===== config.mk =====
export PLATFORM = sky130hd
export DESIGN_NAME = safeload_engine
export DESIGN_NICKNAME = d
export VERILOG_FILES = /design/src/rtl/sl_pkg.sv /design/src/rtl/sl_slot_bank.sv /design/src/rtl/sl_picker.sv /design/src/rtl/sl_commit_ctrl.sv /design/src/rtl/safeload_engine.sv
export SDC_FILE = /design/constraint.sdc
export NUM_CORES = 1
export LEC_CHECK = 0
export ABC_AREA = 1
export CELL_PAD_IN_SITES_DETAIL_PLACEMENT = 1
export CELL_PAD_IN_SITES_GLOBAL_PLACEMENT = 2
export CORE_MARGIN = 2
export CORE_UTILIZATION = 32
export CTS_CLUSTER_DIAMETER = 200
export CTS_CLUSTER_SIZE = 12
export DETAILED_ROUTE_END_ITERATION = 8
export PLACE_DENSITY_LB_ADDON = 0.1
export SLEW_MARGIN = 10
export SYNTH_ARGS = -nofsm -noshare
export SYNTH_HDL_FRONTEND = slang
export SYNTH_SLANG_ARGS = --single-unit

===== constraint.sdc =====
create_clock -name clk -period 2.7 [get_ports clk]
set_input_delay 0.54 -clock clk [delete_from_list [all_inputs] [get_ports clk]]
set_output_delay 0.54 -clock clk [all_outputs]
set_load 0.03 [all_outputs]

===== src/rtl/sl_pkg.sv =====
package sl_pkg;

  typedef enum logic [1:0] {
    DST_NONE  = 2'd0,
    DST_PARAM = 2'd1,
    DST_SLEW  = 2'd2
  } sl_dest_e;

  // Classify an address against two windows given as base and depth.
  // The unsigned offset wraps for addresses below a base, so one compare
  // covers both ends of each window.
  function automatic sl_dest_e sl_classify(input int unsigned addr,
                                           input int unsigned p_base,
                                           input int unsigned p_depth,
                                           input int unsigned s_base,
                                           input int unsigned s_depth);
    int unsigned p_off;
    int unsigned s_off;
    p_off = addr - p_base;
    s_off = addr - s_base;
    if (p_off < p_depth) return DST_PARAM;
    if (s_off < s_depth) return DST_SLEW;
    return DST_NONE;
  endfunction

endpackage


===== src/rtl/sl_slot_bank.sv =====
module sl_slot_bank #(
  parameter int NUM_SLOTS = 5,
  parameter int IDX_W     = 3,
  parameter int ADDR_W    = 16,
  parameter int DATA_W    = 40
) (
  input  logic                              clk,
  input  logic                              rst_n,
  input  logic                              lock,
  input  logic                              data_wr_en,
  input  logic [IDX_W-1:0]                  data_wr_idx,
  input  logic [DATA_W-1:0]                 data_wr_val,
  input  logic                              addr_wr_en,
  input  logic [IDX_W-1:0]                  addr_wr_idx,
  input  logic [ADDR_W-1:0]                 addr_wr_val,
  input  logic [NUM_SLOTS-1:0]              clr_mask,
  output logic [NUM_SLOTS-1:0]              valid,
  output logic [NUM_SLOTS-1:0][ADDR_W-1:0]  slot_addr,
  output logic [NUM_SLOTS-1:0][DATA_W-1:0]  slot_data
);

  for (genvar g = 0; g < NUM_SLOTS; g++) begin : g_slot
    logic hit_addr;
    logic hit_data;
    assign hit_addr = addr_wr_en && !lock && (addr_wr_idx == IDX_W'(g));
    assign hit_data = data_wr_en && !lock && (data_wr_idx == IDX_W'(g));

    always_ff @(posedge clk) begin
      if (!rst_n) begin
        valid[g]     <= 1'b0;
        slot_addr[g] <= '0;
        slot_data[g] <= '0;
      end else begin
        if (hit_addr) begin
          slot_addr[g] <= addr_wr_val;
          valid[g]     <= 1'b1;
        end else if (clr_mask[g]) begin
          valid[g]     <= 1'b0;
        end
        if (hit_data) slot_data[g] <= data_wr_val;
      end
    end
  end

endmodule


===== src/rtl/sl_picker.sv =====
module sl_picker #(
  parameter int NUM_SLOTS = 5,
  parameter int IDX_W     = 3
) (
  input  logic [NUM_SLOTS-1:0] req,
  output logic                 any,
  output logic                 last,
  output logic [IDX_W-1:0]     idx,
  output logic [NUM_SLOTS-1:0] onehot
);

  always_comb begin
    any    = 1'b0;
    idx    = '0;
    onehot = '0;
    for (int i = 0; i < NUM_SLOTS; i++) begin
      if (req[i] && !any) begin
        any       = 1'b1;
        idx       = IDX_W'(i);
        onehot[i] = 1'b1;
      end
    end
    last = any && ((req & ~onehot) == '0);
  end

endmodule


===== src/rtl/sl_commit_ctrl.sv =====
module sl_commit_ctrl
  import sl_pkg::*;
#(
  parameter int ADDR_W   = 16,
  parameter int DATA_W   = 40,
  parameter int P_AW     = 10,
  parameter int P_DW     = 28,
  parameter int S_AW     = 6,
  parameter int S_DW     = 34,
  parameter int P_BASE   = 0,
  parameter int S_BASE   = 2560
) (
  input  logic              clk,
  input  logic              rst_n,
  input  logic              commit_req,
  input  logic              ram_idle,
  input  logic              any_valid,
  input  logic              pick_last,
  input  logic [ADDR_W-1:0] sel_addr,
  input  logic [DATA_W-1:0] sel_data,
  output logic              armed,
  output logic              grant_v,
  output logic              pram_we,
  output logic [P_AW-1:0]   pram_addr,
  output logic [P_DW-1:0]   pram_wdata,
  output logic              sram_we,
  output logic [S_AW-1:0]   sram_addr,
  output logic [S_DW-1:0]   sram_wdata
);

  localparam int P_DEPTH = 1 << P_AW;
  localparam int S_DEPTH = 1 << S_AW;

  sl_dest_e dest;

  assign grant_v = armed && ram_idle && any_valid;
  assign dest    = sl_classify(32'(sel_addr), P_BASE, P_DEPTH, S_BASE, S_DEPTH);

  always_ff @(posedge clk) begin
    if (!rst_n) begin
      armed <= 1'b0;
    end else if (!armed) begin
      if (commit_req && any_valid) armed <= 1'b1;
    end else if (grant_v && pick_last) begin
      armed <= 1'b0;
    end
  end

  always_ff @(posedge clk) begin
    if (!rst_n) begin
      pram_we    <= 1'b0;
      sram_we    <= 1'b0;
      pram_addr  <= '0;
      pram_wdata <= '0;
      sram_addr  <= '0;
      sram_wdata <= '0;
    end else begin
      pram_we <= grant_v && (dest == DST_PARAM);
      sram_we <= grant_v && (dest == DST_SLEW);
      if (grant_v && dest == DST_PARAM) begin
        pram_addr  <= sel_addr[P_AW-1:0];
        pram_wdata <= sel_data[P_DW-1:0];
      end
      if (grant_v && dest == DST_SLEW) begin
        sram_addr  <= sel_addr[S_AW-1:0];
        sram_wdata <= sel_data[S_DW-1:0];
      end
    end
  end

endmodule


===== src/rtl/safeload_engine.sv =====
module safeload_engine #(
  parameter int NUM_SLOTS = 5,
  parameter int ADDR_W    = 16,
  parameter int DATA_W    = 40,
  parameter int P_AW      = 10,
  parameter int P_DW      = 28,
  parameter int S_AW      = 6,
  parameter int S_DW      = 34,
  parameter int P_BASE    = 0,
  parameter int S_BASE    = 2560,
  parameter int IDX_W     = 3
) (
  input  logic              clk,
  input  logic              rst_n,
  input  logic              data_wr_en,
  input  logic [IDX_W-1:0]  data_wr_idx,
  input  logic [DATA_W-1:0] data_wr_val,
  input  logic              addr_wr_en,
  input  logic [IDX_W-1:0]  addr_wr_idx,
  input  logic [ADDR_W-1:0] addr_wr_val,
  input  logic              commit_req,
  input  logic              ram_idle,
  output logic              busy,
  output logic              pram_we,
  output logic [P_AW-1:0]   pram_addr,
  output logic [P_DW-1:0]   pram_wdata,
  output logic              sram_we,
  output logic [S_AW-1:0]   sram_addr,
  output logic [S_DW-1:0]   sram_wdata
);

  // Named internal events, brought out for the checker.
  logic [NUM_SLOTS-1:0]             slot_valid;
  logic [NUM_SLOTS-1:0]             grant_oh;
  logic [IDX_W-1:0]                 grant_idx;
  logic                             grant_v;
  logic                             pick_any;
  logic                             pick_last;
  logic [NUM_SLOTS-1:0]             clr_mask;
  logic [NUM_SLOTS-1:0][ADDR_W-1:0] slot_addr;
  logic [NUM_SLOTS-1:0][DATA_W-1:0] slot_data;
  logic [ADDR_W-1:0]                sel_addr;
  logic [DATA_W-1:0]                sel_data;

  assign clr_mask = grant_v ? grant_oh : '0;

  sl_slot_bank #(
    .NUM_SLOTS(NUM_SLOTS), .IDX_W(IDX_W), .ADDR_W(ADDR_W), .DATA_W(DATA_W)
  ) u_bank (
    .clk(clk), .rst_n(rst_n), .lock(busy),
    .data_wr_en(data_wr_en), .data_wr_idx(data_wr_idx), .data_wr_val(data_wr_val),
    .addr_wr_en(addr_wr_en), .addr_wr_idx(addr_wr_idx), .addr_wr_val(addr_wr_val),
    .clr_mask(clr_mask), .valid(slot_valid),
    .slot_addr(slot_addr), .slot_data(slot_data)
  );

  sl_picker #(.NUM_SLOTS(NUM_SLOTS), .IDX_W(IDX_W)) u_pick (
    .req(slot_valid), .any(pick_any), .last(pick_last),
    .idx(grant_idx), .onehot(grant_oh)
  );

  // One-hot AND-OR select of the granted slot.
  always_comb begin
    sel_addr = '0;
    sel_data = '0;
    for (int i = 0; i < NUM_SLOTS; i++) begin
      sel_addr = sel_addr | (slot_addr[i] & {ADDR_W{grant_oh[i]}});
      sel_data = sel_data | (slot_data[i] & {DATA_W{grant_oh[i]}});
    end
  end

  sl_commit_ctrl #(
    .ADDR_W(ADDR_W), .DATA_W(DATA_W), .P_AW(P_AW), .P_DW(P_DW),
    .S_AW(S_AW), .S_DW(S_DW), .P_BASE(P_BASE), .S_BASE(S_BASE)
  ) u_ctrl (
    .clk(clk), .rst_n(rst_n), .commit_req(commit_req), .ram_idle(ram_idle),
    .any_valid(pick_any), .pick_last(pick_last),
    .sel_addr(sel_addr), .sel_data(sel_data),
    .armed(busy), .grant_v(grant_v),
    .pram_we(pram_we), .pram_addr(pram_addr), .pram_wdata(pram_wdata),
    .sram_we(sram_we), .sram_addr(sram_addr), .sram_wdata(sram_wdata)
  );

endmodule


### Yosys cells after proc, flatten, opt, wreduce, memory -nomap -nowiden

Cells that the tools add are included.

* flip-flop bits (word level): 336
* input bits: 68
* output and inout bits: 81
* logic and storage cells: 121

* $add $sub $neg: 1
* $lt $le $gt $ge: 2
* equal/unequal tests: 10
* muxes and demuxes: 30
* bitwise gates (word level): 20
* reduce and logical (&&, ||, !) cells: 36

Operators by type and width (count)
* $and A34 B34 Y34: 5
* $or A34 B34 Y34: 4
* $and A16 B16 Y16: 5
* $or A16 B16 Y16: 4
* $lt A32 B7 Y1 const B: 1
* $mux W1: 25
* $logic_and A1 B1 Y1: 23
* $sub A16 B12 Y17 const B: 1
* $lt A16 B11 Y1 const B: 1
* $eq A3 B2 Y1 const B: 4
* $reduce_bool A2 Y1: 5
* $mux W2: 4
* $eq A3 B1 Y1 const B: 2
* $eq A3 B3 Y1 const B: 2
* $logic_not A3 Y1: 2
* $and A5 B5 Y5: 1
* $logic_not A1 Y1: 5
* $logic_not A5 Y1: 1
* $mux W5: 1
* $not A5 Y5: 1
* $eq A2 B1 Y1 const B: 1
* $eq A2 B2 Y1 const B: 1

### Longest topological paths before layout

* word-level depth: 23
* mapped depth: 19
* mapped depth without buffers: 17

### Cells and area by module

From an unflattened synthesis, not the netlist that was laid out.

* cell total of the unflattened synthesis: 2855
* area, all modules: 17748.3 um^2

By module, submodules not included
* sl_slot_bank: times used 1, cells an instance 1631, area an instance 11506.0 um^2, seq. area each 5705.5 um^2
* sl_commit_ctrl: times used 1, cells an instance 540, area an instance 3552.2 um^2, seq. area each 1621.6 um^2
* safeload_engine: times used 1, cells an instance 656, area an instance 2561.2 um^2, seq. area each 0.0 um^2
* sl_picker: times used 1, cells an instance 28, area an instance 128.9 um^2, seq. area each 0.0 um^2

### Least setup slack after synthesis

No wires, ideal clock.

* kind: register to register
* from: reg u_bank.valid[0]
* to: reg u_ctrl.sram_wdata[17]
* library setup time: 115 ps
* arrival: 2118 ps
* data required time: 2585 ps
* path slack: 467 ps
* cell stages (with the launch flop): 20
* path buffers: 3
* period minus slack after synthesis: 2233 ps
* cells stage by stage: dfxtp_1 > buf_4 > nor2_4 > nand2_2 > buf_6 > nor2_1 > nor2_1 > nand3_1 > inv_1 > ha_1 > inv_1 > nor2_1 > nand2_1 > inv_2 > nand2_4 > nor2_8 > buf_2 > nand3_1 > nand2_1 > nor2_1

* word-level cells in the longest chain between the ends: 23
* elaborated cells between the ends (all ways): 47
* classes of those cells: add/sub: 1; order compare: 2; eq/ne: 1; mux: 15; bitwise: 18; reduce/logical: 10

Ends and longest elaborated chain
* start, declared: line sl_slot_bank.sv:17 `output logic [NUM_SLOTS-1:0] valid,`
* start signal, assigned by index: line sl_slot_bank.sv:30 `valid[g] <= 1'b0;`
* start signal, assigned by index: line sl_slot_bank.sv:36 `valid[g] <= 1'b1;`
* start signal, assigned by index: line sl_slot_bank.sv:38 `valid[g] <= 1'b0;`
* $mux W1 (*): line sl_picker.sv:17 `if (req[i] && !any) begin`
* $logic_not A1 Y1: line sl_picker.sv:17
* $logic_and A1 B1 Y1: line sl_picker.sv:17
* $mux W1: line sl_picker.sv:17
* $logic_not A1 Y1: line sl_picker.sv:17
* $logic_and A1 B1 Y1: line sl_picker.sv:17
* $mux W1: line sl_picker.sv:17
* $logic_not A1 Y1: line sl_picker.sv:17
* [... 6 more ...]
* $or A16 B16 Y16: line safeload_engine.sv:67 `sel_addr = sel_addr | (slot_addr[i] & {ADDR_W{grant_oh[i]}});`
* $sub A16 B12 Y17: line sl_pkg.sv:20 `s_off = addr - s_base;`
* $lt A32 B7 Y1: line sl_pkg.sv:22 `if (s_off < s_depth) return DST_SLEW;`
* $mux W1 (2 in a row): line sl_pkg.sv:22
* $mux W2: line sl_pkg.sv:23 `return DST_NONE;`
* $mux W2: line sl_pkg.sv:22
* $eq A2 B2 Y1: line sl_commit_ctrl.sv:64 `if (grant_v && dest == DST_SLEW) begin`
* $logic_and A1 B1 Y1: line sl_commit_ctrl.sv:64
* end signal, assigned: line sl_commit_ctrl.sv:66 `sram_wdata <= sel_data[S_DW-1:0];`
* end, declared: line sl_commit_ctrl.sv:28 `output logic [S_DW-1:0] sram_wdata`

Every way passes the cells marked *; elsewhere a longest branch is shown, timed or not. The select of a mux whose other input is x is not followed.
A chain may end at the register's enable or synchronous reset.

### Final worst setup path

* from: reg u_bank.valid[0]
* to: reg u_ctrl.sram_wdata[19]

Same word-level chain as after synthesis.

==> flow_metrics.tcl <==
set metrics [dict create \
    synthMuxAreaShare_pct 0 \
    cts.path.max_buffers 3 \
    power_frac_seq_pct 52.2 \
    dieArea_um2 45400 \
    ys_warn_count 0 \
    worstHoldStart "rst_n" \
    drive_gt1_share_pct 6.68 \
    antenna_left 0 \
    root_buffer "clkbuf_16" \
    grt_max_degree 124 \
    synth_compound_area_share_pct 20.1 \
    clock_power_share_pct 39.1 \
    power.switching_uw 2490 \
    status "finished, final reports clean" \
    syn_area_per_cell_um2 7.22 \
    grt_usage_pct 20.4 \
    clk_latency_ps 590 \
    postRouteWirelength_mm 46.6 \
    fin_nets 2122 \
    ctsHoldBuffers 0 \
    cts_buffers 31 \
    yosysSeqAreaShare_pct 48.1 \
    dr.pass1.iters 5 \
    fmax_mhz 399 \
    vias 12707 \
    slew_headroom_pct 37.1 \
    syn_inst 1935 \
    grt_pass1_wl_mm 72.1 \
    cpLargestDelayFamily "simple AND/OR/NAND/NOR gates" \
    wl_per_cell_um 17.7 \
    die_w_um 213 \
    syn_nets 2004 \
    cp-start-kind "flip-flop" \
    rows 76 \
    setup.worst_path.class "reg -> reg" \
    start_util_pct 32.5 \
    drtIter0Drc 536 \
    drv_slew 0 \
    tritoncts "done" \
    pwr-share-comb_pct 8.8 \
    grt-ovfl-total 0 \
    powerDensity_nw_per_um2 577 \
    required_ps 3180 \
    rsz0062_at_grt "no" \
    synth_seq_cells 336 \
    ir_worst_vdd_mv 0.410 \
    vias_per_cell 4.82 \
    boundaryPins 149 \
    cts.clk_slew.worst_paths_ps 70 \
    power.leakage_uw 0.00646 \
    crit_chain "buf_12, nor2_2, nand2_1, nand2_1, nor2_1, nand3_2, inv_1, ha_1, nand4_1, nand2_1, nand2_1, inv_2, buf_12, nand3_1, nand2_1, nor2_1" \
    synthSimpleGateAreaFrac_pct 20.9 \
    htreeDepth 1 \
    path_max_fanout 45 \
    drc 0 \
    r2r_start "u_bank.valid[0]" \
    startpoint "u_bank.valid[0]" \
    p_int_uw 7420 \
    syn_area_um2 14000 \
    yosysUniqueCellTypes 35 \
    hp-class "in -> reg" \
    final-hold-violation-count 0 \
    coreArea_um2 43100 \
    syn_to_final_growth_pct 22.9 \
    die-height_um 213 \
    crit_top_cell "nand2_1" \
    synthXorXnorAreaFrac_pct 0 \
    critPathCaptureType "flip-flop" \
    hold-worst-slack_ps 340 \
    synth_top_family_by_area "simple AND/OR/NAND/NOR gates" \
    ys_async_sr_fraction_pct 0 \
    numPortBuffers 142 \
    cp_slowest_cell "dfxtp_1" \
    tns_ps 0 \
    antenna_found_initial 2 \
    dp_hpwl_mm 30.8 \
    cts_sinks 336 \
    yosys.area_share.adder_pct 0.0895 \
    grt_pass1_vias 12231 \
    power_uw 9910 \
    maxCapViolations 0 \
    arrival_ps 2990 \
    setup_viol_count_final 0 \
    gp_congestion 0.773 \
    tightest_slew_ps 943 \
    power_switching_share_pct 25.1 \
    ys.flop_type "dfxtp_1" \
    max_stage_delay_ps 420 \
    clock_skew_ps 21.5 \
    path_buf_inv 4 \
    final.min_clock_period_ps 2510 \
    fin_crit_sh_pct 92.8 \
    synth_edf_count 0 \
]
## final cells by class
class                      instances  area (um2)
antenna                            1        2.50
clock buffer                      31         776
clock inverter                     1        8.76
fill                            5312       25900
inverter                         248         931
multi-input combinational       1218        5760
sequential                       336        6730
tap                              585         732
timing repair buffer             218        2240
## layer usage
metal  global-route usage [%]  up-vias  part of all wire [%]
met2                     31.8      164                    43
li1                         -     6463                     -
met3                     2.12       43                   3.0
met4                     3.57        0                   1.4
met1                     30.6     6037                    52
met5                        0        -                     0
## repair_timing
item	in CTS	in global routing
endpoints found under the setup margin	0	38
gates resized for setup	0	6
buffers inserted	0	4
endpoints found under the hold margin	0	0
## synth_stat cells, types with 2 or more instances
library cell  count  area share [%]
a21oi_1         234             8.4
buf_1            10            0.27
buf_2            26            0.93
buf_4             3            0.16
buf_6             4            0.32
clkbuf_1         89             2.4
dfxtp_1         336              48
inv_1           239             6.4
inv_2             8            0.21
nand2_1         184             4.9
nand3_1          56             2.0
nand3_2           3            0.21
nand3b_1          2            0.11
nand4_1          26             1.2
nor2_1          327             8.8
nor2_2            2           0.089
nor2_4            4            0.32
nor2b_1          26             1.2
nor3_1           33             1.2
nor3_2            3            0.21
nor4_1            8            0.36
o211a_1           2            0.14
o21ai_0         264             9.5
o221ai_1         19             1.2
o22ai_1          17            0.76
## flip-flops by register name (all words and copies together), names as in the netlist, 5 cells and up
register	cells
u_ctrl.pram_wdata	28
u_ctrl.sram_addr	6
u_ctrl.pram_addr	10
u_ctrl.sram_wdata	34
u_bank.slot_addr	80
u_bank.valid	5
u_bank.slot_data	170
## worst min-delay path: cells and delay by family
kind	cells	cell delay (ps)
buffers and inverters	1	190
and+or+nand+nor	2	140
## worst paths after layout
kind / endpoint / slack, ps / cells past startpoint
worst min register to register: u_bank.slot_data[180] / 450 / 2
worst min-delay path: u_ctrl.pram_addr[8] / 340 / 3
worst max register to register: u_ctrl.sram_wdata[19] / 190 / 16
worst max-delay path: u_ctrl.sram_wdata[19] / 190 / 16
## per-stage QoR
stage / instances / cell area, um2 / worst slack (ps) / util (%)
2_1_floorplan: 1935 / 14000 / 467 / -
3_3_place_gp: 2597 / 16200 / 189 / 37.7
3_5_place_dp: 2597 / 16200 / 134 / 37.7
4_1_cts: 2629 / 17000 / 133 / 39.5
5_1_grt: 2637 / 17200 / 7.69 / 39.9
6_report: 2638 / 17200 / 193 / 39.9
## cell usage in the layout (no fill, tap or decap), drive strengths merged
cell type      instances
nor2b                 26
inv                  247
a21oi                234
nor4                   8
clkinv                 2
nand3b                 2
nand4                 26
buf                   74
o21ai                264
o211ai                 1
nor2                 334
o221ai                19
dfxtp                336
clkbuf                34
nand3                 60
nor3                  36
a31oi                  1
o211a                  2
o22ai                 17
o2111ai                1
nand2                186
diode                  1
ha                     1
clkdlybuf4s50        141
## power groups by stage
stage / Combinational [uW] / Sequential, uW / Clock, uW
global route: 972 / 5180 / 4210
CTS: 876 / 5170 / 4020
global placement: 854 / 5270 / 0
floorplan: 459 / 5290 / 0
finish: 868 / 5170 / 3870
detailed placement: 873 / 5280 / 0
## cell families (layout without fill, tap and decap cells)
group	count (synthesis)	in the layout
and+or+nand+nor	678	678
AOI/OAI and AO/OA	539	539
buffers and inverters	381	498
DFF	336	336
adders and majority gates	1	1
other	0	1
Note: power is estimated with default switching activity, not from simulation.
